### config.mk
export PLATFORM = sky130hd
export DESIGN_NAME = mode_timer
export DESIGN_NICKNAME = d
export VERILOG_FILES = /design/src/rtl/mode_timer_pkg.sv /design/src/rtl/mt_prescaler.sv /design/src/rtl/mt_counter.sv /design/src/rtl/mt_irq.sv /design/src/rtl/mode_timer.sv
export SDC_FILE = /design/constraint.sdc
export NUM_CORES = 1
export LEC_CHECK = 0
export ABC_AREA = 1
export BUFFER_PORTS_ARGS = -buffer_cell sky130_fd_sc_hd__buf_2
export CAP_MARGIN = 20
export CELL_PAD_IN_SITES_DETAIL_PLACEMENT = 0
export CELL_PAD_IN_SITES_GLOBAL_PLACEMENT = 1
export CORE_UTILIZATION = 43
export DETAILED_ROUTE_END_ITERATION = 10
export HOLD_SLACK_MARGIN = 0.15
export PLACE_DENSITY_LB_ADDON = 0.1
export SYNTH_ARGS = -nofsm -noshare
export SYNTH_HDL_FRONTEND = slang
export SYNTH_HIERARCHICAL = 1
export SYNTH_SLANG_ARGS = --single-unit
### constraint.sdc
create_clock -name clk -period 3.7 [get_ports clk]
set_input_delay 0.37 -clock clk [delete_from_list [all_inputs] [get_ports clk]]
set_output_delay 0.37 -clock clk [all_outputs]
set_load 0.03 [all_outputs]
### src/rtl/mode_timer_pkg.sv
package mode_timer_pkg;

    typedef enum logic [1:0] {
        MODE_UP     = 2'd0,
        MODE_DOWN   = 2'd1,
        MODE_CENTER = 2'd2,
        MODE_RSVD   = 2'd3
    } tmode_e;

endpackage

### src/rtl/mt_prescaler.sv
module mt_prescaler #(
    parameter int PSC_W = 16
) (
    input  logic             clk,
    input  logic             rst,
    input  logic             en,
    input  logic             wr,
    input  logic [PSC_W-1:0] wdata,
    input  logic             period_end,
    output logic             tick
);

    typedef struct packed {
        logic [PSC_W-1:0] div;
        logic [PSC_W-1:0] lim_pend;
        logic [PSC_W-1:0] lim_act;
    } psc_st_t;

    psc_st_t st_d, st_q;

    assign tick = en && (st_q.div == st_q.lim_act);

    always_comb begin
        st_d = st_q;
        if (wr) begin
            st_d.lim_pend = wdata;
        end
        if (!en) begin
            st_d.div     = '0;
            st_d.lim_act = st_q.lim_pend;
        end else if (tick) begin
            st_d.div = '0;
            if (period_end) begin
                st_d.lim_act = st_q.lim_pend;
            end
        end else begin
            st_d.div = st_q.div + PSC_W'(1);
        end
    end

    always_ff @(posedge clk) begin
        if (rst) begin
            st_q <= '0;
        end else begin
            st_q <= st_d;
        end
    end

    // the divider phase never passes the active limit
    p_div_bound_r2: assert property (@(posedge clk) disable iff (rst)
        st_q.div <= st_q.lim_act);

    // a stopped timer restarts its divider phase
    p_div_idle_r9: assert property (@(posedge clk) disable iff (rst)
        !en |=> st_q.div == '0);

endmodule

### src/rtl/mt_counter.sv
module mt_counter
    import mode_timer_pkg::*;
#(
    parameter int CNT_W = 16
) (
    input  logic             clk,
    input  logic             rst,
    input  logic             en,
    input  logic             tick,
    input  logic             arr_wr,
    input  logic [CNT_W-1:0] arr_wdata,
    input  logic             mode_wr,
    input  logic [1:0]       mode_wdata,
    output logic [CNT_W-1:0] count,
    output logic             evt,
    output logic             period_end
);

    localparam logic [CNT_W-1:0] ONE = CNT_W'(1);

    typedef struct packed {
        logic [CNT_W-1:0] cnt;
        logic             dir_down;
        logic [CNT_W-1:0] arr_pend;
        logic [CNT_W-1:0] arr_act;
        tmode_e           mode_pend;
        tmode_e           mode_act;
    } cnt_st_t;

    cnt_st_t st_d, st_q;
    logic    ovf, udf;

    always_comb begin
        st_d = st_q;
        ovf  = 1'b0;
        udf  = 1'b0;
        if (arr_wr) begin
            st_d.arr_pend = arr_wdata;
        end
        if (mode_wr) begin
            st_d.mode_pend = tmode_e'(mode_wdata);
        end
        if (!en) begin
            st_d.cnt      = '0;
            st_d.dir_down = 1'b0;
            st_d.arr_act  = st_q.arr_pend;
            st_d.mode_act = st_q.mode_pend;
        end else if (tick) begin
            case (st_q.mode_act)
                MODE_DOWN: begin
                    if (st_q.cnt == '0) begin
                        st_d.cnt     = st_q.arr_pend;
                        st_d.arr_act = st_q.arr_pend;
                        udf          = 1'b1;
                    end else begin
                        st_d.cnt = st_q.cnt - ONE;
                    end
                end
                MODE_CENTER: begin
                    if (st_q.arr_act == '0) begin
                        st_d.cnt = '0;
                    end else if (!st_q.dir_down) begin
                        if (st_q.cnt == st_q.arr_act - ONE) begin
                            st_d.cnt      = st_q.arr_act;
                            st_d.dir_down = 1'b1;
                            ovf           = 1'b1;
                        end else begin
                            st_d.cnt = st_q.cnt + ONE;
                        end
                    end else begin
                        if (st_q.cnt == ONE) begin
                            st_d.cnt      = '0;
                            st_d.dir_down = 1'b0;
                            st_d.arr_act  = st_q.arr_pend;
                            udf           = 1'b1;
                        end else begin
                            st_d.cnt = st_q.cnt - ONE;
                        end
                    end
                end
                default: begin
                    if (st_q.cnt == st_q.arr_act) begin
                        st_d.cnt     = '0;
                        st_d.arr_act = st_q.arr_pend;
                        ovf          = 1'b1;
                    end else begin
                        st_d.cnt = st_q.cnt + ONE;
                    end
                end
            endcase
        end
        evt        = ovf | udf;
        period_end = udf | (ovf & (st_q.mode_act != MODE_CENTER));
    end

    always_ff @(posedge clk) begin
        if (rst) begin
            st_q <= '0;
        end else begin
            st_q <= st_d;
        end
    end

    assign count = st_q.cnt;

    // stopping clears the count and direction on the next edge
    p_idle_clear_r9: assert property (@(posedge clk) disable iff (rst)
        !en |=> (st_q.cnt == '0) && !st_q.dir_down);

    // the count never passes the active limit
    p_cnt_bound_r10: assert property (@(posedge clk) disable iff (rst)
        st_q.cnt <= st_q.arr_act);

    // the active limit holds for the whole running period
    p_arr_hold_r10: assert property (@(posedge clk) disable iff (rst)
        (en && !period_end) |=> $stable(st_q.arr_act));

    // the mode cannot change while running
    p_mode_hold_r11: assert property (@(posedge clk) disable iff (rst)
        en |=> $stable(st_q.mode_act));

endmodule

### src/rtl/mt_irq.sv
module mt_irq (
    input  logic clk,
    input  logic rst,
    input  logic evt,
    input  logic ie_wr,
    input  logic ie_wdata,
    input  logic clr,
    output logic irq,
    output logic trig
);

    typedef struct packed {
        logic ie;
        logic irq;
        logic trig;
    } irq_st_t;

    irq_st_t st_d, st_q;

    always_comb begin
        st_d      = st_q;
        st_d.trig = evt;
        if (ie_wr) begin
            st_d.ie = ie_wdata;
        end
        if (evt && st_q.ie) begin
            st_d.irq = 1'b1;
        end else if (clr) begin
            st_d.irq = 1'b0;
        end
    end

    always_ff @(posedge clk) begin
        if (rst) begin
            st_q <= '0;
        end else begin
            st_q <= st_d;
        end
    end

    assign irq  = st_q.irq;
    assign trig = st_q.trig;

    // with the interrupt off a clear flag stays clear
    p_irq_gated_r7: assert property (@(posedge clk) disable iff (rst)
        (!st_q.irq && !st_q.ie) |=> !st_q.irq);

    // a clear with no event drops the flag
    p_irq_clear_r8: assert property (@(posedge clk) disable iff (rst)
        (clr && !evt) |=> !st_q.irq);

    // an enabled event wins over a clear
    p_event_wins_r8: assert property (@(posedge clk) disable iff (rst)
        (evt && st_q.ie) |=> st_q.irq);

endmodule

### src/rtl/mode_timer.sv
module mode_timer
    import mode_timer_pkg::*;
#(
    parameter int CNT_W = 16,
    parameter int PSC_W = 16
) (
    input  logic             clk,
    input  logic             rst,
    input  logic             en,
    input  logic             psc_wr,
    input  logic [PSC_W-1:0] psc_wdata,
    input  logic             arr_wr,
    input  logic [CNT_W-1:0] arr_wdata,
    input  logic             mode_wr,
    input  logic [1:0]       mode_wdata,
    input  logic             ie_wr,
    input  logic             ie_wdata,
    input  logic             irq_clr,
    output logic [CNT_W-1:0] count,
    output logic             irq,
    output logic             trig
);

    logic tick;
    logic evt;
    logic period_end;

    mt_prescaler #(.PSC_W(PSC_W)) u_psc (
        .clk        (clk),
        .rst        (rst),
        .en         (en),
        .wr         (psc_wr),
        .wdata      (psc_wdata),
        .period_end (period_end),
        .tick       (tick)
    );

    mt_counter #(.CNT_W(CNT_W)) u_cnt (
        .clk        (clk),
        .rst        (rst),
        .en         (en),
        .tick       (tick),
        .arr_wr     (arr_wr),
        .arr_wdata  (arr_wdata),
        .mode_wr    (mode_wr),
        .mode_wdata (mode_wdata),
        .count      (count),
        .evt        (evt),
        .period_end (period_end)
    );

    mt_irq u_irq (
        .clk      (clk),
        .rst      (rst),
        .evt      (evt),
        .ie_wr    (ie_wr),
        .ie_wdata (ie_wdata),
        .clr      (irq_clr),
        .irq      (irq),
        .trig     (trig)
    );

    // an event needs a divided step behind it
    p_evt_on_tick_r6: assert property (@(posedge clk) disable iff (rst)
        evt |-> tick);

endmodule

# After elaboration in Yosys (flattened, before gate mapping)
# Index checks and enable logic that the tools add are counted.
totals:
  ff_bits: 104
  in_bits: 43
  output_inout_bits: 18
  word_cells: 80
op_classes:
  n_addsub: 4
  n_eq_ne: 14
  muxes: 35
  bitwise: 5
  reduce_logical: 10
op_table:
  columns: ["cell", "n"]
  rows:
  - ["$mux 16", 15]
  - ["$pmux 16 s2", 2]
  - ["$eq 16x16->1", 3]
  - ["$add 16x1->16 const B", 2]
  - ["$logic_not 16->1", 2]
  - ["$sub 16x1->16 const B", 2]
  - ["$mux 17", 1]
  - ["$eq 16x1->1 const B", 1]
  - ["$mux 1", 15]
  - ["$ne 3x2->1 const B", 3]
  - ["$reduce_and 6->1", 1]
  - ["$ne 2x1->1 const B", 2]
  - ["$ne 4x1->1 const B", 1]
  - ["$pmux 1 s2", 2]
  - ["$ne 3x3->1 const B", 1]
  - ["$reduce_and 3->1", 1]
  - ["$reduce_or 3->1", 1]
  - ["$eq 2x1->1 const B", 1]
  - ["$eq 2x2->1 const B", 1]
  - ["$logic_and 1x1->1", 2]
  - ["$ne 2x2->1 const B", 1]
  - ["$not 1->1", 2]
  - ["$or 1x1->1", 2]
  - ["$reduce_and 2->1", 1]
  - ["3 further kinds", 3]

# Depth between registers and ports, before layout
logic_depth:
  ltp_word: 13
  depth_mapped: 20
  ltp_nobuf: 19

# Hierarchy
# Netlist, hierarchy kept.
modules_own_cells:
  columns: ["module", "n_inst", "cells_each", "area_each_um2", "seq_area_each_um2"]
  rows:
  - ["mt_counter", 1, 735, 4553.1, 1061.0]
  - ["mt_prescaler", 1, 343, 2277.2, 960.9]
  - ["mt_irq", 1, 14, 108.9, 60.1]

# Worst setup path before layout
# Ideal clock, no wire load.
synth_timing:
  kind: "reg2reg"
  start: "register u_cnt/st_q[5] in the netlist's numbering"
  end: "register u_psc/st_q[10] in the netlist's numbering"
  setup_time_ps: 115
  t_arrival_ps: 2444
  required_time_ps: 3585
  path_slack_ps: 1141
  path_stages_with_launch: 20
  n_path_buf: 1
  period_less_slack_ps: 2559
  path_cell_list: "dfxtp_1 -> inv_1 -> ha_1 -> inv_1 -> nand2_1 -> nand2_1 -> nor2_2 -> nand2_1 -> nor2_2 -> nand2_1 -> nand3b_1 -> nor3_2 -> nand3_1 -> o21ai_1 -> nand2_1 -> o21ai_1 -> nand3_2 -> buf_6 -> a21oi_1 -> nor2_1"
synth_via:
  elab_chain_len: 12
  elab_cells_between_ends: 19
  cone_classes: "add/sub: 1; eq/ne: 3; mux: 11; bitwise: 2; reduce/logical: 2"
synth_rtl:
  columns: ["item", "line_no", "rtl"]
  rows:
  - ["start, declared", "mt_counter.sv:30", "cnt_st_t st_d, st_q;"]
  - ["start signal, assigned", "mt_counter.sv:100", "st_q <= st_d;"]
  - ["$sub 16x1->16", "mt_counter.sv:63", "if (st_q.cnt == st_q.arr_act - ONE) begin"]
  - ["$eq 16x16->1", "mt_counter.sv:63", null]
  - ["$mux 1", "mt_counter.sv:63", null]
  - ["$mux 1", "mt_counter.sv:62", "end else if (!st_q.dir_down) begin"]
  - ["$mux 1", "mt_counter.sv:60", "if (st_q.arr_act == '0) begin"]
  - ["$pmux 1 s2", "mt_counter.sv:49", "case (st_q.mode_act)"]
  - ["$mux 1", "mt_counter.sv:48", "end else if (tick) begin"]
  - ["$mux 1", "mt_counter.sv:43", "if (!en) begin"]
  - ["$and 1x1->1", "mt_counter.sv:93", "period_end = udf | (ovf & (st_q.mode_act != MODE_CENTER));"]
  - ["$or 1x1->1 *", "mt_counter.sv:93", null]
  - ["named net period_end", "mode_timer.sv:26", "logic period_end;"]
  - ["$ne 2x1->1 (no line) *", null, null]
  - ["$reduce_and 2->1 (no line) *", null, null]
  - ["end signal, assigned", "mt_prescaler.sv:45", "st_q <= st_d;"]
  - ["end, declared", "mt_prescaler.sv:19", "psc_st_t st_d, st_q;"]
# The timed path passes the listed nets; every way through them passes the cells marked *.
# A chain may end at the register's enable or synchronous reset.

# Worst setup path in the final report
layout_timing:
  start: "register u_cnt/st_q[5] in the netlist's numbering"
  end: "register u_psc/st_q[15] in the netlist's numbering"
# Same word-level chain as after synthesis.

==> results.yml <==
outcome:
  status: "finished, violations left"
  violations: "design-rule violations"
clocking:
  post_cts_buffers: 0
  clkSlewWorstSetupHoldPaths_ps: 80
  cts_tree: "yes"
  clock_latency_ps: 360
  post_cts_resized: 0
  numCtsBuffers: 9
  clock-root-buffer: "clkbuf_16"
  cts.sinks: 104
  holdBufCountCts: 0
  h-tree-depth: 3
  clk_path_buf_depth: 2
yosys:
  synthMuxAreaShare_pct: 0
  synth.yosys.seq_area_share_pct: 30.0
  synth_compound_area_share_pct: 13.5
  synthSimpleGateAreaFrac_pct: 36.6
  synth_seq_cells: 104
  synth_cell_types: 42
  synthXorXnorAreaFrac_pct: 5.68
  synth_top_family_by_area: "simple AND/OR/NAND/NOR gates"
  synth_ff_type: "dfxtp_1"
  syn_inst: 1092
  synth_edf_count: 0
  synth-adder-area-share_pct: 1.26
  synthArstFlopShare_pct: 0
  syn_avg_cell_area_sq_um: 6.35
  syn-num-nets: 1142
  syn_area_sq_um: 6940
  yosysWarnings: 6
route:
  vias: 6857
  via_per_inst: 5.12
  dr.pass1.iters: 9
  wl_per_cell_microns: 15.6
  ant_nets: 0
  route.detailed.drc: 1
  wl_microns: 20900
  drtIter0Drc: 667
timing:
  fin_tns_setup_ps: 0
  rsz0062_at_grt: "false"
  drv_slew: 0
  clock_skew_ps: 12.4
  finalSetupViolCount: 0
  worst_pin_slew_ps: 956
  fin_crit_ps: 3090
  max_slew_margin_pct: 36.2
  hold_violations: 0
  timing.final.crit_share_pct: 83.5
  max_freq_mhz: 324
floorplanning:
  fp.dieH_microns: 129
  coreArea_sq_um: 15800
  die_x_microns: 129
  start_util_pct: 43.8
  ioPinCount: 61
  dieArea_sq_um: 16700
  std_cell_rows: 46
global_route:
  grt_pass1_vias: 6038
  busiest_layer: "met1"
  grtUsageMet3_pct: 5.62
  grt_usage_pct: 26.0
  use_met2_pct: 35.7
  met1_usage_pct: 39.7
  grt_overflow: 0
  antenna_found_initial: 0
  grt_max_degree: 40
  grt_pass1_wl_microns: 32900
job:
  max_cap_violations: 0
setup_path:
  endpoint_kind: "flip-flop"
  cp_max_fo: 32
  worst-setup-path-type: "flip-flop to flip-flop"
  cp_data_arrival_time_ps: 3340
  start_kind: "flip-flop"
  r2r_setup_slack_ps: 610
  cp.required_ps: 3950
place:
  port_buffers: 60
  dpl.cell_count: 1323
  finalWeightedCongestion: 0.904
  place_hpwl_microns: 15900
power:
  peakVddDrop_uv: 234
  p_leak_nw: 3.61
  power_density_nw_per_um2: 362
  finalPower_mw: 2.72
cells_and_area:
  multiInputGateArea_sq_um: 3960
  finalNetCount: 1168
  area.growth.synth_to_final_pct: 8.40
  finalNonFillerCells: 1338
  seqCellArea_sq_um: 2080
  layout_common_cells: "nand2_1, nor2_1, inv_1"
  drive_gt1_share_pct: 13.5
  fillers: 1716
  fin_util_pct: 47.5
  layout_commonest_cell: "nand2_1"
  diodes: 0
worst_hold_path:
  hp-class: "input port to flip-flop"
area by class of cell:
type                            count  share of cell area [%]
Clock buffer                        9                    2.99
Multi-Input combinational cell    797                    52.6
Tap cell                          216                    3.59
Sequential cell                   104                    27.7
Clock inverter                      6                    1.05
Timing Repair Buffer               75                    5.49
Inverter                          131                    6.57
registers in the layout (all words and copies together) (netlist names):
signal and count:
u_irq/irq 1, u_cnt/count 16, u_cnt/st_q 37, u_psc/st_q 48, u_irq/trig 1, u_irq/st_q 1
cells in the mapped netlist (5+ instances only):
library cell	count	area [sq um]
a21oi_1	61	305
a22oi_1	6	45.0
buf_2	7	35.0
buf_4	23	173
buf_6	9	101
clkbuf_1	17	63.8
dfxtp_1	104	2080
ha_1	7	87.6
inv_1	117	439
inv_2	12	45.0
nand2_1	245	920
nand2_2	9	56.3
nand3_1	71	355
nand3_2	5	50.1
nand3b_1	6	45.0
nand4_1	26	163
nor2_1	159	597
nor2_2	15	93.8
nor2_4	6	67.6
nor3_1	14	70.1
nor4_1	5	31.3
o21ai_0	97	485
xnor2_1	9	78.8
xor2_1	36	315
worst paths after layout:
| check | start | to | cells past startpoint |
|---|---|---|---|
| setup / recovery | u_cnt/st_q[5]$_SDFFE_PP0P_ | u_psc/st_q[15]$_SDFFE_PP0P_ | 19 |
| hold / removal | arr_wdata[4] | u_cnt/st_q[24]$_SDFFE_PP0P_ | 3 |
| setup reg to reg | u_cnt/st_q[5]$_SDFFE_PP0P_ | u_psc/st_q[15]$_SDFFE_PP0P_ | 19 |
| hold reg to reg | u_irq/irq$_SDFFE_PP0P_ | u_irq/irq$_SDFFE_PP0P_ | 2 |
stage by stage:
stage / hold slack [ps] / setup slack, ps / cell area (sq um)
global route: 223 / 220 / 7520
finish: 222 / 610 / 7520
CTS: 212 / 613 / 7520
floorplan: 441 / 1140 / 6940
detailed placement: 455 / 640 / 7220
global placement: 457 / 774 / 7220
critical path, stage by stage (launching register included):
cell and delay (ps):
dfxtp_1 380, inv_1 110, ha_1 310, inv_1 40, nand2_1 50, nand2_1 50, nor2_2 90, nand2_1 70
nor2_2 110, nand2_1 80, nand3b_1 170, nor3_2 280, nand3_1 200, o21ai_1 210, nand2_1 90, o21ai_1 150
nand3_2 80, buf_4 230, a21oi_1 200, nor2_1 70
cells by family (layout without fill, tap and decap cells):
family                   count (synthesis)  in the layout
AO/OA/AOI/OAI                          176            176
XOR/XNOR                                45             45
adder cells (fa/ha/maj)                  7              7
buffers and inverters                  191            221
flip-flops                             104            104
AND/OR/NAND/NOR                        569            569
per-layer routing:
| metal | vias up | share of wire, % |
|---|---|---|
| met5 | - | 0 |
| met4 | 0 | 1.7 |
| met3 | 29 | 7.2 |
| met2 | 230 | 40 |
| met1 | 3060 | 51 |
| li1 | 3538 | - |
power by group:
| group | total [mW] | internal, mW | switching (mW) |
|---|---|---|---|
| Combinational | 0.502 | 0.164 | 0.338 |
| Clock | 0.990 | 0.532 | 0.458 |
| Sequential | 1.23 | 1.17 | 0.0584 |
Power figures use the tool's default switching activity.
